$ cat config.mk
export PLATFORM = sky130hd
export DESIGN_NAME = pcm_ser_fmt
export DESIGN_NICKNAME = d
export VERILOG_FILES = /design/src/rtl/pcm_fmt_pkg.sv /design/src/rtl/pcm_bclk_gen.sv /design/src/rtl/pcm_frame_seq.sv /design/src/rtl/pcm_word_unit.sv /design/src/rtl/pcm_ser_fmt.sv
export SDC_FILE = /design/constraint.sdc
export NUM_CORES = 1
export LEC_CHECK = 0
export ABC_CLOCK_PERIOD_IN_PS = 6600
export BUFFER_PORTS_ARGS = -buffer_cell sky130_fd_sc_hd__buf_2
export CAP_MARGIN = 20
export CELL_PAD_IN_SITES_DETAIL_PLACEMENT = 0
export CELL_PAD_IN_SITES_GLOBAL_PLACEMENT = 2
export CORE_MARGIN = 3
export CORE_UTILIZATION = 35
export DETAILED_ROUTE_END_ITERATION = 16
export PLACE_DENSITY = 0.89
export SKIP_CTS_REPAIR_TIMING = 1
export SLEW_MARGIN = 5
export SYNTH_ARGS = -nofsm -noshare
export SYNTH_HDL_FRONTEND = slang
export SYNTH_SLANG_ARGS = --single-unit
$ cat constraint.sdc
create_clock -name clk -period 6.6 [get_ports clk]
set_clock_uncertainty 0.1 [all_clocks]
set_input_delay 1.32 -clock clk [delete_from_list [all_inputs] [get_ports clk]]
set_output_delay 1.32 -clock clk [all_outputs]
set_load 0.05 [all_outputs]
$ cat src/rtl/pcm_fmt_pkg.sv
package pcm_fmt_pkg;

   // word length select codes on the mode input
   typedef enum logic [1:0] {
      WL_16  = 2'b00,
      WL_18  = 2'b01,
      WL_20  = 2'b10,
      WL_16X = 2'b11
   } wlen_e;

   localparam int unsigned MIN_WL = 16;
   localparam int unsigned MAX_WL = 20;
   localparam int unsigned NUM_WL = 3;
   localparam int unsigned WL_W   = 5;

   // index into the truncation table: 0 -> 16, 1 -> 18, 2 -> 20
   function automatic logic [1:0] wl_index(input logic [1:0] code, input logic long_frame);
      logic [1:0] r;
      r = 2'd0;
      if (long_frame) begin
         case (wlen_e'(code))
            WL_18:   r = 2'd1;
            WL_20:   r = 2'd2;
            default: r = 2'd0;
         endcase
      end
      return r;
   endfunction

   function automatic logic [WL_W-1:0] wl_bits(input logic [1:0] idx);
      return WL_W'(MIN_WL) + {2'b00, idx, 1'b0};
   endfunction

endpackage

$ cat src/rtl/pcm_bclk_gen.sv
module pcm_bclk_gen #(
   parameter int unsigned HALF_DIV = 2
) (
   input  logic clk,
   input  logic rst_n,
   output logic bclk,
   output logic fall_tick
);
   localparam int unsigned CNT_W = (HALF_DIV > 1) ? $clog2(HALF_DIV) : 1;
   localparam logic [CNT_W-1:0] CNT_LAST = CNT_W'(HALF_DIV - 1);

   initial begin
      assert (HALF_DIV >= 2) else $error("pcm_bclk_gen: HALF_DIV must be at least 2");
   end

   logic [CNT_W-1:0] cnt;
   logic             term;

   assign term      = (cnt == CNT_LAST);
   assign fall_tick = term & bclk;

   always_ff @(posedge clk) begin
      if (!rst_n) begin
         cnt  <= '0;
         bclk <= 1'b0;
      end else if (term) begin
         cnt  <= '0;
         bclk <= ~bclk;
      end else begin
         cnt  <= cnt + CNT_W'(1);
      end
   end


   bclk_hold_chk: assert property (@(posedge clk) disable iff (!rst_n)
      !term |=> $stable(bclk));

   bclk_toggle_chk: assert property (@(posedge clk) disable iff (!rst_n)
      term |=> (bclk != $past(bclk)));

endmodule

$ cat src/rtl/pcm_frame_seq.sv
module pcm_frame_seq
   import pcm_fmt_pkg::*;
#(
   parameter int unsigned SHORT_FRAME = 48,
   parameter int unsigned LONG_FRAME  = 64
) (
   input  logic                            clk,
   input  logic                            rst_n,
   input  logic                            fall_tick,
   input  logic                            long_req,
   input  logic [1:0]                      wcode_req,
   output logic                            frame_start,
   output logic                            lrck,
   output logic                            wclk,
   output logic                            nxt_left,
   output logic [$clog2(LONG_FRAME)-1:0]   nxt_pos,
   output logic [$clog2(LONG_FRAME)-1:0]   nxt_half,
   output logic [1:0]                      nxt_wsel
);
   localparam int unsigned SLOT_W = $clog2(LONG_FRAME);
   localparam logic [SLOT_W-1:0] LONG_LAST  = SLOT_W'(LONG_FRAME - 1);
   localparam logic [SLOT_W-1:0] SHORT_LAST = SLOT_W'(SHORT_FRAME - 1);
   localparam logic [SLOT_W-1:0] LONG_HALF  = SLOT_W'(LONG_FRAME / 2);
   localparam logic [SLOT_W-1:0] SHORT_HALF = SLOT_W'(SHORT_FRAME / 2);

   initial begin
      assert (SHORT_FRAME % 2 == 0 && LONG_FRAME % 2 == 0)
         else $error("pcm_frame_seq: frame lengths must be even");
      assert (SHORT_FRAME < LONG_FRAME)
         else $error("pcm_frame_seq: short frame must be shorter than long frame");
      assert (SHORT_FRAME / 2 > MIN_WL && LONG_FRAME / 2 > MAX_WL)
         else $error("pcm_frame_seq: half-frames must exceed the word length");
   end

   logic [SLOT_W-1:0] slot, slot_n, last_slot, half_n, pos_n;
   logic              long_q, long_n, wrap, left_n, wclk_n;
   logic [1:0]        wsel_q, wsel_n;

   // frame length of the frame in progress
   assign last_slot = long_q ? LONG_LAST : SHORT_LAST;
   assign wrap      = (slot >= last_slot);

   // mode is taken only at the frame boundary
   assign long_n = wrap ? long_req : long_q;
   assign wsel_n = wrap ? wl_index(wcode_req, long_req) : wsel_q;

   // look-ahead: the slot about to start at the next falling bit-clock edge
   assign slot_n = wrap ? '0 : slot + SLOT_W'(1);
   assign half_n = long_n ? LONG_HALF : SHORT_HALF;
   assign left_n = (slot_n < half_n);
   assign pos_n  = left_n ? slot_n : slot_n - half_n;
   assign wclk_n = (pos_n < (half_n >> 1));

   assign frame_start = fall_tick & wrap;
   assign nxt_left    = left_n;
   assign nxt_pos     = pos_n;
   assign nxt_half    = half_n;
   assign nxt_wsel    = wsel_n;

   always_ff @(posedge clk) begin
      if (!rst_n) begin
         slot   <= LONG_LAST;
         long_q <= 1'b0;
         wsel_q <= 2'd0;
         lrck   <= 1'b0;
         wclk   <= 1'b0;
      end else if (fall_tick) begin
         slot   <= slot_n;
         long_q <= long_n;
         wsel_q <= wsel_n;
         lrck   <= left_n;
         wclk   <= wclk_n;
      end
   end


   lrck_rise_chk: assert property (@(posedge clk) disable iff (!rst_n)
      $rose(lrck) |-> (slot == '0));

   lr_hold_chk: assert property (@(posedge clk) disable iff (!rst_n)
      !fall_tick |=> ($stable(lrck) && $stable(wclk)));

   start_pulse_chk: assert property (@(posedge clk) disable iff (!rst_n)
      frame_start |=> !frame_start);

   mode_hold_chk: assert property (@(posedge clk) disable iff (!rst_n)
      !frame_start |=> ($stable(long_q) && $stable(wsel_q)));

endmodule

$ cat src/rtl/pcm_word_unit.sv
module pcm_word_unit
   import pcm_fmt_pkg::*;
#(
   parameter int unsigned SAMPLE_W = 24,
   parameter int unsigned SLOT_W   = 6
) (
   input  logic                clk,
   input  logic                rst_n,
   input  logic                fall_tick,
   input  logic                frame_start,
   input  logic                s_valid,
   input  logic [SAMPLE_W-1:0] s_left,
   input  logic [SAMPLE_W-1:0] s_right,
   input  logic                nxt_left,
   input  logic [SLOT_W-1:0]   nxt_pos,
   input  logic [SLOT_W-1:0]   nxt_half,
   input  logic [1:0]          nxt_wsel,
   output logic                sdata
);
   localparam int unsigned NUM_CH = 2;

   initial begin
      assert (SAMPLE_W >= MAX_WL) else $error("pcm_word_unit: SAMPLE_W below widest word");
      assert (SLOT_W >= WL_W) else $error("pcm_word_unit: SLOT_W too narrow");
   end

   logic [SAMPLE_W-1:0] chan_in [NUM_CH];
   logic [SAMPLE_W-1:0] hold    [NUM_CH];
   logic [SAMPLE_W-1:0] sel;
   logic [MAX_WL-1:0]   trunc   [NUM_WL];
   logic [MAX_WL-1:0]   word;
   logic [WL_W-1:0]     wbits;
   logic [SLOT_W-1:0]   lead, idx;
   logic                bit_n;

   assign chan_in[0] = s_left;
   assign chan_in[1] = s_right;

   // one capture register per channel
   for (genvar ch = 0; ch < NUM_CH; ch++) begin : g_ch
      logic [SAMPLE_W-1:0] q;
      always_ff @(posedge clk) begin
         if (!rst_n) q <= '0;
         else if (frame_start && s_valid) q <= chan_in[ch];
      end
      assign hold[ch] = q;
   end

   assign sel = nxt_left ? hold[0] : hold[1];

   // truncated word for each selectable length, top bits kept
   for (genvar g = 0; g < NUM_WL; g++) begin : g_trunc
      localparam int unsigned WLG = MIN_WL + 2 * g;
      assign trunc[g] = MAX_WL'(sel[SAMPLE_W-1 -: WLG]);
   end

   always_comb begin
      case (nxt_wsel)
         2'd1:    word = trunc[1];
         2'd2:    word = trunc[2];
         default: word = trunc[0];
      endcase
   end

   // right justification: leading pad slots, then MSB .. LSB
   assign wbits = wl_bits(nxt_wsel);
   assign lead  = nxt_half - SLOT_W'(wbits);
   assign idx   = nxt_half - SLOT_W'(1) - nxt_pos;
   assign bit_n = (nxt_pos >= lead) ? word[WL_W'(idx)] : 1'b0;

   always_ff @(posedge clk) begin
      if (!rst_n) sdata <= 1'b0;
      else if (fall_tick) sdata <= bit_n;
   end


   hold_keep_chk: assert property (@(posedge clk) disable iff (!rst_n)
      !(frame_start && s_valid) |=> ($stable(hold[0]) && $stable(hold[1])));

   data_hold_chk: assert property (@(posedge clk) disable iff (!rst_n)
      !fall_tick |=> $stable(sdata));

endmodule

$ cat src/rtl/pcm_ser_fmt.sv
module pcm_ser_fmt #(
   parameter int unsigned SAMPLE_W    = 24,
   parameter int unsigned HALF_DIV    = 2,
   parameter int unsigned SHORT_FRAME = 48,
   parameter int unsigned LONG_FRAME  = 64
) (
   input  logic                clk,
   input  logic                rst_n,
   input  logic                frame_long,
   input  logic [1:0]          word_code,
   input  logic                s_valid,
   output logic                s_ready,
   input  logic [SAMPLE_W-1:0] s_left,
   input  logic [SAMPLE_W-1:0] s_right,
   output logic                bclk,
   output logic                lrck,
   output logic                wclk,
   output logic                sdata
);
   localparam int unsigned SLOT_W = $clog2(LONG_FRAME);

   logic              fall_tick, frame_start, nxt_left;
   logic [SLOT_W-1:0] nxt_pos, nxt_half;
   logic [1:0]        nxt_wsel;

   pcm_bclk_gen #(.HALF_DIV(HALF_DIV)) u_bclk (
      .clk       (clk),
      .rst_n     (rst_n),
      .bclk      (bclk),
      .fall_tick (fall_tick)
   );

   pcm_frame_seq #(.SHORT_FRAME(SHORT_FRAME), .LONG_FRAME(LONG_FRAME)) u_seq (
      .clk         (clk),
      .rst_n       (rst_n),
      .fall_tick   (fall_tick),
      .long_req    (frame_long),
      .wcode_req   (word_code),
      .frame_start (frame_start),
      .lrck        (lrck),
      .wclk        (wclk),
      .nxt_left    (nxt_left),
      .nxt_pos     (nxt_pos),
      .nxt_half    (nxt_half),
      .nxt_wsel    (nxt_wsel)
   );

   pcm_word_unit #(.SAMPLE_W(SAMPLE_W), .SLOT_W(SLOT_W)) u_word (
      .clk         (clk),
      .rst_n       (rst_n),
      .fall_tick   (fall_tick),
      .frame_start (frame_start),
      .s_valid     (s_valid),
      .s_left      (s_left),
      .s_right     (s_right),
      .nxt_left    (nxt_left),
      .nxt_pos     (nxt_pos),
      .nxt_half    (nxt_half),
      .nxt_wsel    (nxt_wsel),
      .sdata       (sdata)
   );

   assign s_ready = frame_start;


   pad_slot_chk: assert property (@(posedge clk) disable iff (!rst_n)
      $rose(lrck) |-> !sdata);

   ready_fall_chk: assert property (@(posedge clk) disable iff (!rst_n)
      s_ready |=> $fell(bclk));

   reset_quiet_chk: assert property (@(posedge clk)
      !rst_n |=> (!bclk && !lrck && !wclk && !sdata));

endmodule

[After elaboration in Yosys (flattened, before gate mapping)]
Cells that the tools add are included.
Word-level totals
  register bits after elaboration: 62
  bits of input ports: 54
  output and inout port bits: 5
  logic and storage cells: 45
Cells by class
  $add $sub $neg: 7
  $lt $le $gt $ge: 5
  equality and inequality tests: 4
  multiplexer cells: 13
  bitwise operators: 4
  reductions and logical operators: 2
Operator list (count)
  20-bit one-hot mux with 2 select lines: 1
  24-bit two-way mux: 1
  6-bit two-way mux: 3
  6-bit greater-or-equal comparator: 2
  6-bit by 1-bit adder with 6-bit output (second input constant): 1
  5-bit by 6-bit less-than comparator with 1-bit output (second input constant): 1
  6-bit by 5-bit less-than comparator with 1-bit output: 1
  6-bit less-than comparator: 1
  6-bit by 5-bit subtractor with 6-bit output: 1
  6-bit subtractor: 1
  5-bit by 3-bit adder with 5-bit output (first input constant): 1
  1-bit binary-select mux with 5-bit select: 1
  5-bit two-way mux: 1
  5-bit by 1-bit subtractor with 5-bit output (second input constant): 1
  5-bit subtractor: 1
  2-bit by 1-bit equality test with 1-bit output (second input constant): 2
  2-bit equality test (second input constant): 2
  2-bit two-way mux: 2
  2-bit one-hot mux with 2 select lines: 1
  1-bit two-way mux: 3
  1-bit bitwise AND: 2
  1-bit inverter: 2
  2-bit OR reduction: 1
  1-bit adder (second input constant): 1
  1-bit logical AND: 1

[Logic depth before layout (Yosys ltp)]
  depth after elaboration: 10
  gate-level depth with buffers: 19
  depth with buffers taken out: 18

[Hierarchy]
A second synthesis with hierarchy kept.
Second synthesis, totals
  cells, all modules: 423
  area total of the unflattened synthesis: 3623.5 um2
By module, submodules not included
  pcm_word_unit: instances 1, cells each 300, area an instance 2615.0 um2, seq. area each 820.8 um2
  pcm_frame_seq: instances 1, cells each 117, area an instance 937.1 um2, seq. area each 220.2 um2
  pcm_bclk_gen: instances 1, cells each 6, area an instance 71.3 um2, seq. area each 40.0 um2

[Worst setup path after synthesis]
No wires, ideal clock.
  kind: input to register
  from: input frame_long
  to: register u_word.sdata
  setup time: 0.122 ns
  arrival time: 4.103 ns
  required time: 6.378 ns
  slack: 2.275 ns
  stages: 14
  path buffers: 2
  cell sequence: a21o_1 buf_2 inv_1 ha_1 nor2b_1 nor2_1 o211a_1 or3_4 buf_2 o21ai_0 o221ai_1 o2111a_1 or3_1 o311a_1
On the way
  cells in the longest elaborated chain, start to end: 8
  elaborated cells between the ends (all ways): 19
  classes of those cells: add/sub: 5; order compare: 2; eq/ne: 2; mux: 10
Ends and longest elaborated chain
  start, declared: RTL line pcm_ser_fmt.sv:9  | input logic frame_long,
  1-bit two-way mux: RTL line pcm_frame_seq.sv:44  | assign long_n = wrap ? long_req : long_q;
  6-bit two-way mux: RTL line pcm_frame_seq.sv:49  | assign half_n = long_n ? LONG_HALF : SHORT_HALF;
  6-bit subtractor / 6-bit less-than comparator (equally long branches): RTL line pcm_frame_seq.sv:51, pcm_frame_seq.sv:50
  6-bit two-way mux / 24-bit two-way mux (equally long branches): RTL line pcm_frame_seq.sv:51, pcm_word_unit.sv:49
  5-bit subtractor / 20-bit one-hot mux with 2 select lines (equally long branches): RTL line pcm_word_unit.sv:68, pcm_word_unit.sv:58
  1-bit binary-select mux with 5-bit select: RTL line pcm_word_unit.sv:69  | assign bit_n = (nxt_pos >= lead) ? word[WL_W'(idx)] : 1'b0;
  1-bit two-way mux (not written as such): RTL line pcm_word_unit.sv:69
  1-bit two-way mux *: RTL line pcm_word_unit.sv:69
  end signal, assigned: RTL line pcm_word_unit.sv:73  | else if (fall_tick) sdata <= bit_n;
  end, declared: RTL line pcm_word_unit.sv:18  | output logic sdata
Every way passes the cells marked *; elsewhere a longest branch is shown, timed or not. The select of a mux whose other input is x is not followed.
A chain may end at the register's enable or synchronous reset.

[Worst setup path in the final report]
  from: register u_seq.slot[0]
  to: register u_word.sdata
On the way
  cells in the longest elaborated chain, start to end: 9
  elaborated cells between the ends (all ways): 21
  classes of those cells: add/sub: 6; order compare: 3; eq/ne: 2; mux: 10
Ends and longest elaborated chain
  start, declared: RTL line pcm_frame_seq.sv:35  | logic [SLOT_W-1:0] slot, slot_n, last_slot, half_n, pos_n;
  start signal, assigned: RTL line pcm_frame_seq.sv:68  | slot <= slot_n;
  6-bit greater-or-equal comparator: RTL line pcm_frame_seq.sv:41  | assign wrap = (slot >= last_slot);
  1-bit two-way mux: RTL line pcm_frame_seq.sv:44
  6-bit two-way mux: RTL line pcm_frame_seq.sv:49
  6-bit subtractor / 6-bit less-than comparator (equally long branches): RTL line pcm_frame_seq.sv:51, pcm_frame_seq.sv:50
  6-bit two-way mux / 24-bit two-way mux (equally long branches): RTL line pcm_frame_seq.sv:51, pcm_word_unit.sv:49
  5-bit subtractor / 20-bit one-hot mux with 2 select lines (equally long branches): RTL line pcm_word_unit.sv:68, pcm_word_unit.sv:58
  1-bit binary-select mux with 5-bit select: RTL line pcm_word_unit.sv:69
  1-bit two-way mux (not written as such): RTL line pcm_word_unit.sv:69
  1-bit two-way mux *: RTL line pcm_word_unit.sv:69
Marks and branches as above.

==> metrics <==
synthesized area=0.00333 mm²; M1 WL=just under 4000 µm; syn_nets=between 400 and 500; Rows=34; die width=between 100 and 150 µm; leading cell type by number of instances after synthesis=nand2_1; Min Hold Slack=around 0.37 ns; worst hold-check path type=reg2reg; PortBufs=50; max incr delay on CP=between 0.7 and 0.8 ns; post-synth top area cell=dfxtp_1; Cells after Synth=419; Distinct cells, synth=between 50 and 60; die area=between 0.01 and 0.015 mm²; ys async rst share=0; max-cap violation count=0; met2 WL=3710 µm; post-route setup slack=1.27 ns; Synth Flop Type=dfxtp_1; Total Power=just over 700 µW; FMAX=0.188 GHz; Setup CP Type=reg2reg; CP delay by family, top=simple AND/OR/NAND/NOR gates; DRC Markers=0; final wirelength=around 8000 µm; status=finished, final reports clean; critical path's slowest cell=nor3_2; critical path, cell by cell=ha_1, a41oi_4, nor2_2, a21o_1, inv_1, ha_1, nor2b_1, nor2_1, o211a_1, nor3_2, mux2_2, nor2_1, o311a_1, or3_1, o311a_1; nature of the critical path endpoint=flip-flop; CTS buffer count=5; RSZ-0062 raised after global routing=false; pwr dens=~190 mW/mm²; H-tree levels=2; top cell type's share of synthesized area=0.325; Routed Antenna Nets=0; met3 wire len=~380 µm; layout cells sized above 1=0.172; Routability Congestion=between 0.8 and 0.9; Final setup viols=0; global-route wire length before repair=around 14000 µm; EDFF count, synth=0; CP required=6.71 ns; CP startpoint kind=flip-flop; clock latency on the worst-skew pair=about 0.32 ns; Seq/Total Area, Yosys=0.325; Worst Tran Pin Value=~0.86 ns; Worst EP arrival=roughly 5.4 ns; vias in the first global route=~2900; Root Buffer=clkbuf_8; Reg2Reg Setup Slack=roughly 1.3 ns; wire length per cell=roughly 14 µm; Final period util=0.807; Max FO, Critical Path=12; Max VDD drop=0.0892 mV; Antenna Cells=0; Synth Register Bits=54; Slew Limit Headroom=0.427; post-route minimum period=~5.3 ns; Post-Place Setup Slack=~1.2 ns; GRT Overall Usage=0.163; YS warnings=0; Static Leak=approximately 1.6 nW; Area contributors post-synth=dfxtp_1 32%, nand2_1 13%, a21boi_0 9.7%, mux2i_1 6.3%, ha_1 4.5%; Initial Util=0.371; Detailed Routing Iterations Pass 1=4; largest net degree at the start of global routing=56; core area=between 0.008 and 0.009 mm²; Slew Limit Fails=0; Vias/cell=between 5 and 6; clock slew at reported path FFs=0.11 ns; max layer used=met4; final net count=520; DR iter-0 viols=125; Ports=59; CTS sink count=54; area growth from synthesis to layout=12.6%; CTS tree=done; Syn Area/Cell=~8 µm²; clock buffer depth=2; die height=between 100 and 150 µm; most instantiated cells after synthesis=113 x nand2_1, 54 x dfxtp_1, 43 x a21boi_0; setup TNS=0 ns; detailed placement HPWL=5950 µm; initial antenna violation count=0; crit path buf inv count=1; DR vias=between 2000 and 3000; Final Hold Vio Count=0; gr ovfl total=0
-- state kept, by name, summed over array words and instances (netlist names) --
name and cells:
u_word.g_ch.q 40, u_seq.slot 6, u_seq.wsel_q 2, u_bclk.bclk 1, u_bclk.cnt 1, u_seq.long_q 1
u_seq.lrck 1, u_seq.wclk 1, u_word.sdata 1
-- layout make-up --
class / count / area [µm²]
inverters: 10 / 37.5
clock buffers: 5 / 68.8
repair buffers: 54 / 280
fillers: 977 / 5230
flip-flops and latches: 54 / 1080
multi-input cells: 328 / 2090
clock inverters: 3 / 28.8
well taps: 126 / 158
-- layer usage --
| metal | vias to the layer above | global-route usage |
|---|---|---|
| met5 | - | 0 |
| met4 | 0 | 0.0369 |
| met3 | 7 | 0.0282 |
| met2 | 54 | 0.258 |
| met1 | 1342 | 0.231 |
| li1 | 1541 | - |
-- worst register-to-register path, stage by stage, from the launching register on --
cell and delay, ns:
dfxtp_1 0.64, ha_1 0.37, a41oi_4 0.18, nor2_2 0.41
a21o_1 0.41, inv_1 0.18, ha_1 0.24, nor2b_1 0.20
nor2_1 0.14, o211a_1 0.28, nor3_2 0.72, mux2_2 0.31
nor2_1 0.04, o311a_1 0.35, or3_1 0.31, o311a_1 0.33
-- cells by family after synthesis --
kind of cell    Yosys count  synth area share
mux                      27            0.0869
simple gates            170             0.224
flops                    54             0.325
xor+xnor                  7            0.0207
compound gates          111             0.246
fa+ha+maj                13            0.0511
buf+inv                  37            0.0470
-- stage by stage --
stage | cells | cell area, µm² | utilization
floorplan | 419 | 3330 | -
detailed placement | 572 | 3650 | 0.407
global placement | 572 | 3650 | 0.407
CTS | 580 | 3750 | 0.417
global route | 580 | 3750 | 0.417
finish | 580 | 3750 | 0.417
-- final timing paths --
kind,from,endpoint,cells after the start
setup / recovery,u_seq.slot[0]$_SDFFE_PN1P_,u_word.sdata$_SDFFE_PN0P_,15
hold / removal,u_word.g_ch[1].q[14]$_SDFFE_PN0P_,u_word.g_ch[1].q[14]$_SDFFE_PN0P_,2
setup reg to reg,u_seq.slot[0]$_SDFFE_PN1P_,u_word.sdata$_SDFFE_PN0P_,15
hold reg to reg,u_word.g_ch[1].q[14]$_SDFFE_PN0P_,u_word.g_ch[1].q[14]$_SDFFE_PN0P_,2
-- layout by cell type (no fill, tap or decap), types with 2 or more instances in the layout --
cell type  Yosys  layout
and3_1         4       4
a211oi_1       3       3
a2111oi_0      3       3
nand3_1       10      10
ha_1          12      12
o21ai_0       10      10
or3_1          4       4
a31oi_1        2       2
clkinv_4       0       2
nor3_1         8       8
nor2b_1        2       2
o22ai_1        5       5
o311a_1        2       2
buf_2          5      50
xor2_1         3       3
nor2_1        14      14
o211a_1        3       3
dfxtp_1       54      54
mux2_2         5       5
a21oi_1       14      14
nand2_1      113     113
buf_4          1       4
a32oi_1        2       2
inv_1          9       9
mux2i_1       21      21
o31ai_1        6       6
clkbuf_8       0       5
nand4_1        2       2
o211ai_1       6       6
a21boi_0      43      43
and2_1         5       5
xnor2_1        3       3
-- power by group --
part / switching, mW / leakage (nW) / internal [mW]
sequential: 0.00961 / 0.437 / 0.335
combinational: 0.103 / 1.08 / 0.0706
clock: 0.122 / 0.0502 / 0.0790
total: 0.234 / 1.56 / 0.484
No activity file was read; power rests on OpenSTA's default activity.
